`src/rtl/tsa_pkg.sv`:
```
package tsa_pkg;
   typedef enum logic [2:0] {
      ST_IDLE,
      ST_HUNT,
      ST_VERIFY,
      ST_LOCK,
      ST_FAIL
   } tsa_state_e;
endpackage

```
`src/rtl/tsa_window.sv`:
```
module tsa_window #(
   parameter int MSB_FIRST = 1
) (
   input  logic       clk,
   input  logic       rst_n,
   input  logic       bit_in,
   input  logic       bit_vld,
   input  logic [7:0] pat,
   output logic [7:0] win_nx,
   output logic       hit_nx
);
   logic [7:0] win_q;

   generate
      if (MSB_FIRST != 0) begin : g_msb
         assign win_nx = {win_q[6:0], bit_in};
      end else begin : g_lsb
         assign win_nx = {bit_in, win_q[7:1]};
      end
   endgenerate

   assign hit_nx = (win_nx == pat);

   always_ff @(posedge clk or negedge rst_n) begin
      if (!rst_n)       win_q <= '0;
      else if (bit_vld) win_q <= win_nx;
   end
endmodule

```
`src/rtl/tsa_ctrl.sv`:
```
module tsa_ctrl
   import tsa_pkg::*;
#(
   parameter logic [7:0] A_SYNC      = 8'h47,
   parameter logic [7:0] B_SYNC      = 8'h1D,
   parameter int         A_LEN       = 204,
   parameter int         B_LEN       = 147,
   parameter int         LOCK_HITS   = 3,
   parameter int         LOSS_MISSES = 4,
   parameter int         LIMW        = 8
) (
   input  logic            clk,
   input  logic            rst_n,
   input  logic            start,
   input  logic            fmt_sel,
   input  logic [LIMW-1:0] fail_limit,
   input  logic            bit_vld,
   input  logic            hit_nx,
   output logic [7:0]      pat,
   output logic            emit,
   output logic            emit_sob,
   output logic            emit_sync,
   output logic            locked,
   output logic            fail,
   output logic            mode_q
);
   localparam int MAXB = ((A_LEN > B_LEN) ? A_LEN : B_LEN) * 8;
   localparam int CW   = $clog2(MAXB);
   localparam int HW   = $clog2(LOCK_HITS + 1);
   localparam int MW   = $clog2(LOSS_MISSES + 1);

   tsa_state_e      st_q, st_d;
   logic [CW-1:0]   cnt_q, cnt_d, cnt_nx, sbit_q, sbit_d, sbit_nx, last;
   logic [HW-1:0]   hits_q, hits_d;
   logic [MW-1:0]   miss_q, miss_d;
   logic [LIMW-1:0] per_q, per_d;
   logic            mode_d;

   assign last    = mode_q ? CW'(B_LEN * 8 - 1) : CW'(A_LEN * 8 - 1);
   assign cnt_nx  = (cnt_q == last) ? '0 : cnt_q + 1'b1;
   assign sbit_nx = (sbit_q == last) ? '0 : sbit_q + 1'b1;
   assign pat     = mode_q ? B_SYNC : A_SYNC;

   always_comb begin
      st_d   = st_q;
      cnt_d  = cnt_q;
      hits_d = hits_q;
      miss_d = miss_q;
      sbit_d = sbit_q;
      per_d  = per_q;
      mode_d = mode_q;
      if (start) begin
         st_d   = ST_HUNT;
         mode_d = fmt_sel;
         cnt_d  = '0;
         hits_d = '0;
         miss_d = '0;
         sbit_d = '0;
         per_d  = '0;
      end else if (bit_vld) begin
         unique case (st_q)
            ST_HUNT: begin
               if (hit_nx) begin
                  st_d   = ST_VERIFY;
                  cnt_d  = '0;
                  hits_d = HW'(1);
               end
            end
            ST_VERIFY: begin
               cnt_d = cnt_nx;
               if (cnt_nx == '0) begin
                  if (!hit_nx) begin
                     st_d   = ST_HUNT;
                     hits_d = '0;
                  end else if (hits_q == HW'(LOCK_HITS - 1)) begin
                     st_d   = ST_LOCK;
                     miss_d = '0;
                  end else begin
                     hits_d = hits_q + 1'b1;
                  end
               end
            end
            ST_LOCK: begin
               cnt_d = cnt_nx;
               if (cnt_nx == '0) begin
                  if (hit_nx) begin
                     miss_d = '0;
                  end else if (miss_q == MW'(LOSS_MISSES - 1)) begin
                     st_d   = ST_HUNT;
                     miss_d = '0;
                     hits_d = '0;
                     sbit_d = '0;
                     per_d  = '0;
                  end else begin
                     miss_d = miss_q + 1'b1;
                  end
               end
            end
            default: ;
         endcase
         if ((st_q == ST_HUNT || st_q == ST_VERIFY) && st_d != ST_LOCK) begin
            sbit_d = sbit_nx;
            if (sbit_nx == '0) begin
               per_d = per_q + 1'b1;
               if (fail_limit != '0 && (per_q + LIMW'(1)) == fail_limit)
                  st_d = ST_FAIL;
            end
         end
      end
   end

   always_ff @(posedge clk or negedge rst_n) begin
      if (!rst_n) begin
         st_q   <= ST_IDLE;
         cnt_q  <= '0;
         hits_q <= '0;
         miss_q <= '0;
         sbit_q <= '0;
         per_q  <= '0;
         mode_q <= 1'b0;
      end else begin
         st_q   <= st_d;
         cnt_q  <= cnt_d;
         hits_q <= hits_d;
         miss_q <= miss_d;
         sbit_q <= sbit_d;
         per_q  <= per_d;
         mode_q <= mode_d;
      end
   end

   assign emit      = bit_vld && !start && (st_q == ST_LOCK) && (cnt_nx[2:0] == 3'd0)
                      && !(mode_q && cnt_nx == '0);
   assign emit_sob  = (cnt_nx == (mode_q ? CW'(8) : '0));
   assign emit_sync = (cnt_nx == '0) && hit_nx;
   assign locked    = (st_q == ST_LOCK);
   assign fail      = (st_q == ST_FAIL);
endmodule

```
`src/rtl/tsa_emit.sv`:
```
module tsa_emit (
   input  logic       clk,
   input  logic       rst_n,
   input  logic       emit,
   input  logic       emit_sob,
   input  logic       emit_sync,
   input  logic [7:0] win_nx,
   output logic [7:0] byte_out,
   output logic       byte_vld,
   output logic       byte_sob,
   output logic       byte_sync
);
   always_ff @(posedge clk or negedge rst_n) begin
      if (!rst_n) begin
         byte_out  <= '0;
         byte_vld  <= 1'b0;
         byte_sob  <= 1'b0;
         byte_sync <= 1'b0;
      end else begin
         byte_vld  <= emit;
         byte_sob  <= emit && emit_sob;
         byte_sync <= emit && emit_sync;
         if (emit) byte_out <= win_nx;
      end
   end
endmodule

```
`src/rtl/tsa_aligner.sv`:
```
module tsa_aligner #(
   parameter logic [7:0] A_SYNC      = 8'h47,
   parameter logic [7:0] B_SYNC      = 8'h1D,
   parameter int         A_LEN       = 204,
   parameter int         B_LEN       = 147,
   parameter int         LOCK_HITS   = 3,
   parameter int         LOSS_MISSES = 4,
   parameter int         LIMW        = 8,
   parameter int         MSB_FIRST   = 1
) (
   input  logic            clk,
   input  logic            rst_n,
   input  logic            start,
   input  logic            fmt_sel,
   input  logic [LIMW-1:0] fail_limit,
   input  logic            bit_in,
   input  logic            bit_vld,
   output logic [7:0]      byte_out,
   output logic            byte_vld,
   output logic            byte_sob,
   output logic            byte_sync,
   output logic            locked,
   output logic            fail
);
   generate
      if (LOCK_HITS < 2) begin : g_bad_hits
         $error("LOCK_HITS must be at least 2");
      end
      if (LOSS_MISSES < 1) begin : g_bad_miss
         $error("LOSS_MISSES must be at least 1");
      end
      if (A_LEN < 2 || B_LEN < 3) begin : g_bad_len
         $error("frame lengths too short");
      end
      if (LIMW < 1) begin : g_bad_limw
         $error("LIMW must be positive");
      end
   endgenerate

   logic [7:0] pat, win_nx;
   logic       hit_nx, emit, emit_sob, emit_sync, mode_q;

   tsa_window #(.MSB_FIRST(MSB_FIRST)) u_win (
      .clk(clk), .rst_n(rst_n), .bit_in(bit_in), .bit_vld(bit_vld),
      .pat(pat), .win_nx(win_nx), .hit_nx(hit_nx)
   );

   tsa_ctrl #(
      .A_SYNC(A_SYNC), .B_SYNC(B_SYNC), .A_LEN(A_LEN), .B_LEN(B_LEN),
      .LOCK_HITS(LOCK_HITS), .LOSS_MISSES(LOSS_MISSES), .LIMW(LIMW)
   ) u_ctrl (
      .clk(clk), .rst_n(rst_n), .start(start), .fmt_sel(fmt_sel),
      .fail_limit(fail_limit), .bit_vld(bit_vld), .hit_nx(hit_nx),
      .pat(pat), .emit(emit), .emit_sob(emit_sob), .emit_sync(emit_sync),
      .locked(locked), .fail(fail), .mode_q(mode_q)
   );

   tsa_emit u_emit (
      .clk(clk), .rst_n(rst_n), .emit(emit), .emit_sob(emit_sob),
      .emit_sync(emit_sync), .win_nx(win_nx), .byte_out(byte_out),
      .byte_vld(byte_vld), .byte_sob(byte_sob), .byte_sync(byte_sync)
   );
endmodule

```
`config.mk`:
```
export PLATFORM = sky130hd
export DESIGN_NAME = tsa_aligner
export DESIGN_NICKNAME = d
export VERILOG_FILES = /design/src/rtl/tsa_pkg.sv /design/src/rtl/tsa_window.sv /design/src/rtl/tsa_ctrl.sv /design/src/rtl/tsa_emit.sv /design/src/rtl/tsa_aligner.sv
export SDC_FILE = /design/constraint.sdc
export NUM_CORES = 1
export LEC_CHECK = 0
export BUFFER_PORTS_ARGS = -buffer_cell sky130_fd_sc_hd__buf_4
export CAP_MARGIN = 10
export CORE_UTILIZATION = 50
export CTS_BUF_LIST = sky130_fd_sc_hd__clkbuf_16
export CTS_CLUSTER_DIAMETER = 50
export CTS_CLUSTER_SIZE = 16
export DETAILED_ROUTE_END_ITERATION = 12
export PLACE_DENSITY_LB_ADDON = 0.15
export SETUP_SLACK_MARGIN = 0.2
export SLEW_MARGIN = 30
export SYNTH_ARGS = -nofsm -noshare
export SYNTH_HDL_FRONTEND = slang
export SYNTH_SLANG_ARGS = --single-unit
export TNS_END_PERCENT = 10
```
`constraint.sdc`:
```
create_clock -name clk -period 3.93 [get_ports clk]
set_input_delay 0.393 -clock clk [delete_from_list [all_inputs] [get_ports clk]]
set_output_delay 0.393 -clock clk [all_outputs]
set_load 0.02 [all_outputs]
```
Yosys cells after proc, flatten, opt, wreduce, memory -nomap -nowiden
Cells that the tools add are included.

Eq/ne operators: 21. Muxes and demuxes: 58. Add/subtract/negate cells: 5. Reduce and logical (&&, ||, !) cells: 29.

Operators with widths (number): $mux 11 (12); $mux 3 (22); $mux 8 (8); $eq 11x11->1 (3); $add 11x1->11 const B (2); $logic_not 11->1 (2); $pmux 11 s2 (1); $ne 3x2->1 const B (7); $mux 2 (9); $reduce_bool 3->1 (5); $logic_and 1x1->1 (10); $mux 10 (1); $eq 3x2->1 const B (3); $pmux 3 s3 (1); $add 8x1->8 const B (1); $eq 8x7->1 (1); $eq 8x8->1 (1); $reduce_and 8->1 (1); $reduce_bool 8->1 (1); $mux 7 (1); $ne 3x3->1 const B (2); $pmux 2 s3 (1); $pmux 3 s2 (1); $reduce_and 6->1 (1); 15 further kinds (16).

Logic and storage cells: 125. Output and inout bits: 13. Input bits: 14. Bits in registers: 57.

Depth between registers and ports, before layout
Depth after elaboration: 13. Gate-level depth with buffers: 10. Depth with buffers taken out: 8.

Cells and area by module
A second synthesis with hierarchy kept.

Cells, all modules: 419. Area, all modules: 3990.1 um^2.

By module, submodules not included: tsa_ctrl (sequential area each 975.9 um^2, cells an instance 370, times used 1, area an instance 3183.1 um^2); tsa_emit (sequential area each 275.3 um^2, cells an instance 22, times used 1, area an instance 421.7 um^2); tsa_window (sequential area each 175.2 um^2, cells an instance 27, times used 1, area an instance 385.4 um^2).

Least setup slack after synthesis
No wires, ideal clock.

Path kind: reg2reg. Start: register u_ctrl.cnt_q[0]. End: register u_ctrl.hits_q[0]. Data arrival time: 2531 ps. Setup time: 125 ps. Buffers on the path: 1. Stages on the path, launching flop included: 10. Data required time: 3805 ps. Clock period less this slack: 2656 ps. Slack: 1274 ps. Cells stage by stage: dfrtp_1 -> ha_1 -> and4_1 -> buf_4 -> a31oi_1 -> or4b_4 -> o31ai_4 -> o21ai_0 -> a21o_1 -> mux2_2.

Longest elaborated chain between the ends: 5.

RTL lines: from (decl) (RTL line tsa_ctrl.sv:33) `logic [CW-1:0] cnt_q, cnt_d, cnt_nx, sbit_q, sbit_d, sbit_nx, last;`; from (signal assigned) (RTL line tsa_ctrl.sv:123) `cnt_q <= cnt_d;`; $add 11x1->11 / $eq 11x11->1 (equally long branches) (RTL line tsa_ctrl.sv:40) `assign cnt_nx = (cnt_q == last) ? '0 : cnt_q + 1'b1;`; $mux 11 * (RTL line tsa_ctrl.sv:40); $logic_not 11->1 * (RTL line tsa_ctrl.sv:71, tsa_ctrl.sv:85); $ne 3x2->1 (no source line); $reduce_and 8->1 (no source line) *; to (signal assigned) (RTL line tsa_ctrl.sv:124) `hits_q <= hits_d;`; to (decl) (RTL line tsa_ctrl.sv:34) `logic [HW-1:0] hits_q, hits_d;`.

Every way passes the cells marked *; elsewhere a longest branch is shown, timed or not. A chain may end at the register's enable or synchronous reset.

Worst setup path in the final report
Start: register u_ctrl.cnt_q[0]. End: register u_ctrl.sbit_q[5].

Longest elaborated chain between the ends: 12.

RTL lines: $add 11x1->11 / $eq 11x11->1 (equally long branches) (RTL line tsa_ctrl.sv:40); $mux 11 * (RTL line tsa_ctrl.sv:40); $logic_not 11->1 * (RTL line tsa_ctrl.sv:71, tsa_ctrl.sv:85); $mux 3 (on tied branches) (RTL line tsa_ctrl.sv:85, tsa_ctrl.sv:71); $pmux 3 s3 (RTL line tsa_ctrl.sv:61) `unique case (st_q)`; $mux 3 (RTL line tsa_ctrl.sv:60) `end else if (bit_vld) begin`; $mux 3 (RTL line tsa_ctrl.sv:52) `if (start) begin`; $ne 3x2->1 (RTL line tsa_ctrl.sv:101) `if ((st_q == ST_HUNT || st_q == ST_VERIFY) && st_d != ST_LOCK) begin`; $logic_and 1x1->1 (RTL line tsa_ctrl.sv:101); $mux 11 (RTL line tsa_ctrl.sv:101); $mux 11 (RTL line tsa_ctrl.sv:60); $mux 11 (RTL line tsa_ctrl.sv:52); to (signal assigned) (RTL line tsa_ctrl.sv:126) `sbit_q <= sbit_d;`; to (decl) (RTL line tsa_ctrl.sv:33).

Every way passes the cells marked *; elsewhere a longest branch is shown, timed or not. The select of a mux whose other input is x is not followed.

==> out/summary.txt <==
Max Slew Vio Count: 0
First-pass GRT wire length: 14500 um
Cell chosen for the clock root: sky130_fd_sc_hd__clkbuf_16
Residual DRC count: 0
Cell-internal power: 1.22 mW
Post-route cell area: 4240 um2
Skew-Pair Late Insertion Delay: 0.33 ns
Initial drt markers: 202
Maximum operating frequency: 316 MHz
Most area-hungry cell type in the Yosys netlist: sky130_fd_sc_hd__dfrtp_1
Number of diodes added for antenna fixing: 0
Maximum number of pins on one net before global-route repair: 58
Per-cell routed wire length: 16.4 um
Final cell count without fillers: 523
Run status: finished clean
Startpoint kind of the worst setup timing path: flop
Switching fraction of total power: 24.1%
Largest driver fanout on the critical path: 11
Detailed-route wire length: 8580 um
Placed Instances: 508
Die area: 7740 um2
Die Span X: 88.0 um
Count of buffers inserted at the top-level ports: 26
Critical Setup Path Class: reg -> reg
Worst VDD drop: 0.240 mV
Hpwl dp: 5880 um
Critical path, cell by cell: ha_1 > and4_1 > nand4_1 > a32oi_2 > o31ai_2 > a211oi_2 > nand2_1 > o311ai_1
Slew at the pin with the worst max-slew slack: 0.897 ns
Fraction of synthesized cell area taken by the top area cell type: 38.6%
Flip-flop and latch count after synthesis: 57
Number of maximum-capacitance violations: 0
Synthesized Nets: 426
Met1 GRT Util: 31.0%
Setup TNS: 0 ns
Hold Worst Slack: 0.104 ns
Postcts setup bufs: 0
Crit path setup slack, layout: 0.769 ns
CTS tree: built
Distinct cells, synth: 68
Pwr per Cell Area: 379 nW/um2
Overall via count from detail_route: 3243
Largest cells by area after synthesis: sky130_fd_sc_hd__dfrtp_1 39%, sky130_fd_sc_hd__mux2_2 5.5%, sky130_fd_sc_hd__o21ai_0 4.1%
Worst setup skew after layout: 0.00471 ns
Number of antenna violations at the first check in global routing: 0
GRT met3 Usage: 6.13%
Placed standard-cell area: 3930 um2
Sequential cell fraction of total power: 40.3%
Relative area change from synthesis to final layout: 14.7%
Net switching power of the design: 386 uW
Clock buffer count from CTS: 9
Tmin final: 3.16 ns
Boundary Pins: 27
Via count of the first global-routing pass: 3107
Share of the clock period used by the worst path after layout: 80.4%
Cts-stage hold buffer count: 0
Drt first pass iters: 5
Most used routing layer: met2
Arrival time of the worst setup path: 3.38 ns
Cell family with the largest share of critical-path delay: compound AO/OA/AOI/OAI gates
Core outline area: 6980 um2
Hold/Removal Path Class: in -> async
Share of the yosys chip area belonging to registers: 38.6%
Maximum count of clock buffers along a single path: 2
Post-layout net count: 443
Final count of negative-setup-slack endpoints: 0
Starting Density: 53.0%
Overall routing resource usage: 24.4%
Die Y-Extent: 88.0 um
FFs w/ async S/R, synth: 100%
Routing usage on met2: 39.6%
Relative slew slack: 40.0%
GRT overflow: 0
RSZ-0062 raised after global routing: no
Kind of end point of the critical path: flop
Drt via density: 6.20
Number of placement rows: 30
Final antenna-violating net count: 0
Clock group share of total power: 50.6%
Share of cells above drive strength 1: 17.8%
Endpoints failing hold: 0
Post-synthesis instance area: 3700 um2
Utilization after layout: 60.7%
Master of the slowest instance on the critical path: sky130_fd_sc_hd__a211oi_2
Top flip-flop cell by instance count after synthesis: sky130_fd_sc_hd__dfrtp_1
Required arrival time at the worst endpoint: 4.15 ns
Number of buffer and inverter instances along the worst setup path: 0
Number of clock sinks: 57
Total chip power: 1.61 mW
Yosys warnings: 0
Final RePlAce weighted congestion: 0.927
Power share of the combinational group: 9.1%
Leak Pwr: 1.78 nW
Post-cts sizing count: 0
Syn Area/Cell: 9.11 um2
Pre-CTS WS: 0.859 ns
Cells after synthesis: 406
Count of flip-flops with a built-in enable after synthesis: 0
Peak per-stage delay on the critical path: 0.65 ns
Number of levels the H-tree was split into: 3
Clock edge transition at the registers on the reported setup and hold paths: 0.05 ns
==> sequential cells by signal, indices dropped and copies added, names as in the netlist <==
| name | count |
|---|---|
| u_ctrl.cnt_q | 11 |
| u_ctrl.sbit_q | 11 |
| u_ctrl.per_q | 8 |
| u_emit.byte_out | 8 |
| u_win.win_q | 7 |
| u_ctrl.miss_q | 3 |
| u_ctrl.st_q | 3 |
| u_ctrl.hits_q | 2 |
| u_ctrl.mode_q | 1 |
| u_emit.byte_sob | 1 |
| u_emit.byte_sync | 1 |
| u_emit.byte_vld | 1 |
==> final cells by class <==
cell class,instances,area (um2)
sequential,57,1430
clock inverter,6,83.8
multi-input combinational,313,2120
clock buffer,9,225
fill,604,2740
tap,96,120
timing repair buffer,27,203
inverter,15,56.3
==> power groups by stage <==
| stage | clock, mW | combinational, mW | sequential (mW) |
|---|---|---|---|
| after detailed placement | 0 | 0.146 | 0.657 |
| after global placement | 0 | 0.143 | 0.656 |
| after floorplan | 0 | 0.106 | 0.642 |
| after global routing | 0.858 | 0.163 | 0.651 |
| final | 0.812 | 0.146 | 0.648 |
| after CTS | 0.830 | 0.147 | 0.647 |
==> synth_stat cells, drive strengths merged, types with 3 or more instances <==
library cell  count
o31ai             7
nor2             25
inv              15
and2              7
a21o              3
buf               8
o41ai             3
o21ai            37
mux2i             5
mux2             18
nand3            28
nand4b            4
nor4             11
dfrtp            57
ha                6
nand4            11
or3               6
xor2              3
a21oi            14
nor2b             4
a31oi             5
and3              7
or2               3
o211ai            5
clkbuf           13
xnor2            15
nor3             15
nor4b             3
nand2            28
==> cell usage in the layout, fill, tap and decap left out, drive strengths merged, types with 14 or more instances in the layout <==
| cell | count |
|---|---|
| dfrtp | 57 |
| nand2 | 28 |
| nor3 | 15 |
| nor2 | 25 |
| mux2 | 18 |
| a21oi | 14 |
| inv | 15 |
| o21ai | 37 |
| nand3 | 28 |
| buf | 27 |
| xnor2 | 15 |
==> layer usage <==
| metal | vias to the layer above | share of wire [%] |
|---|---|---|
| met4 | 0 | 1.5 |
| li1 | 1566 | - |
| met2 | 110 | 47 |
| met1 | 1551 | 46 |
| met5 | - | 0 |
| met3 | 16 | 5.5 |
==> path summary, 6_finish.rpt <==
check                                 start          endpoint  slack [ns]  cells after the start
setup / recovery            u_ctrl.cnt_q[0]  u_ctrl.sbit_q[5]        0.77                      8
hold / removal                        rst_n  u_ctrl.sbit_q[3]        0.10                      1
setup reg to reg            u_ctrl.cnt_q[0]  u_ctrl.sbit_q[5]        0.77                      8
hold reg to reg            u_ctrl.miss_q[2]  u_ctrl.miss_q[2]        0.48                      1
max in group asynchronous             rst_n   u_ctrl.cnt_q[6]        3.31                      1
min in group clk                    fmt_sel     u_ctrl.mode_q        0.30                      2
==> cells by family after synthesis <==
family                   synth area share (%)
flip-flops                               38.6
AO/OA/AOI/OAI                            20.2
adder cells (fa/ha/maj)                  2.03
AND/OR/NAND/NOR                          24.0
buffers and inverters                    4.13
XOR/XNOR                                 4.26
multiplexers                             6.84
Power figures use the tool's default switching activity.
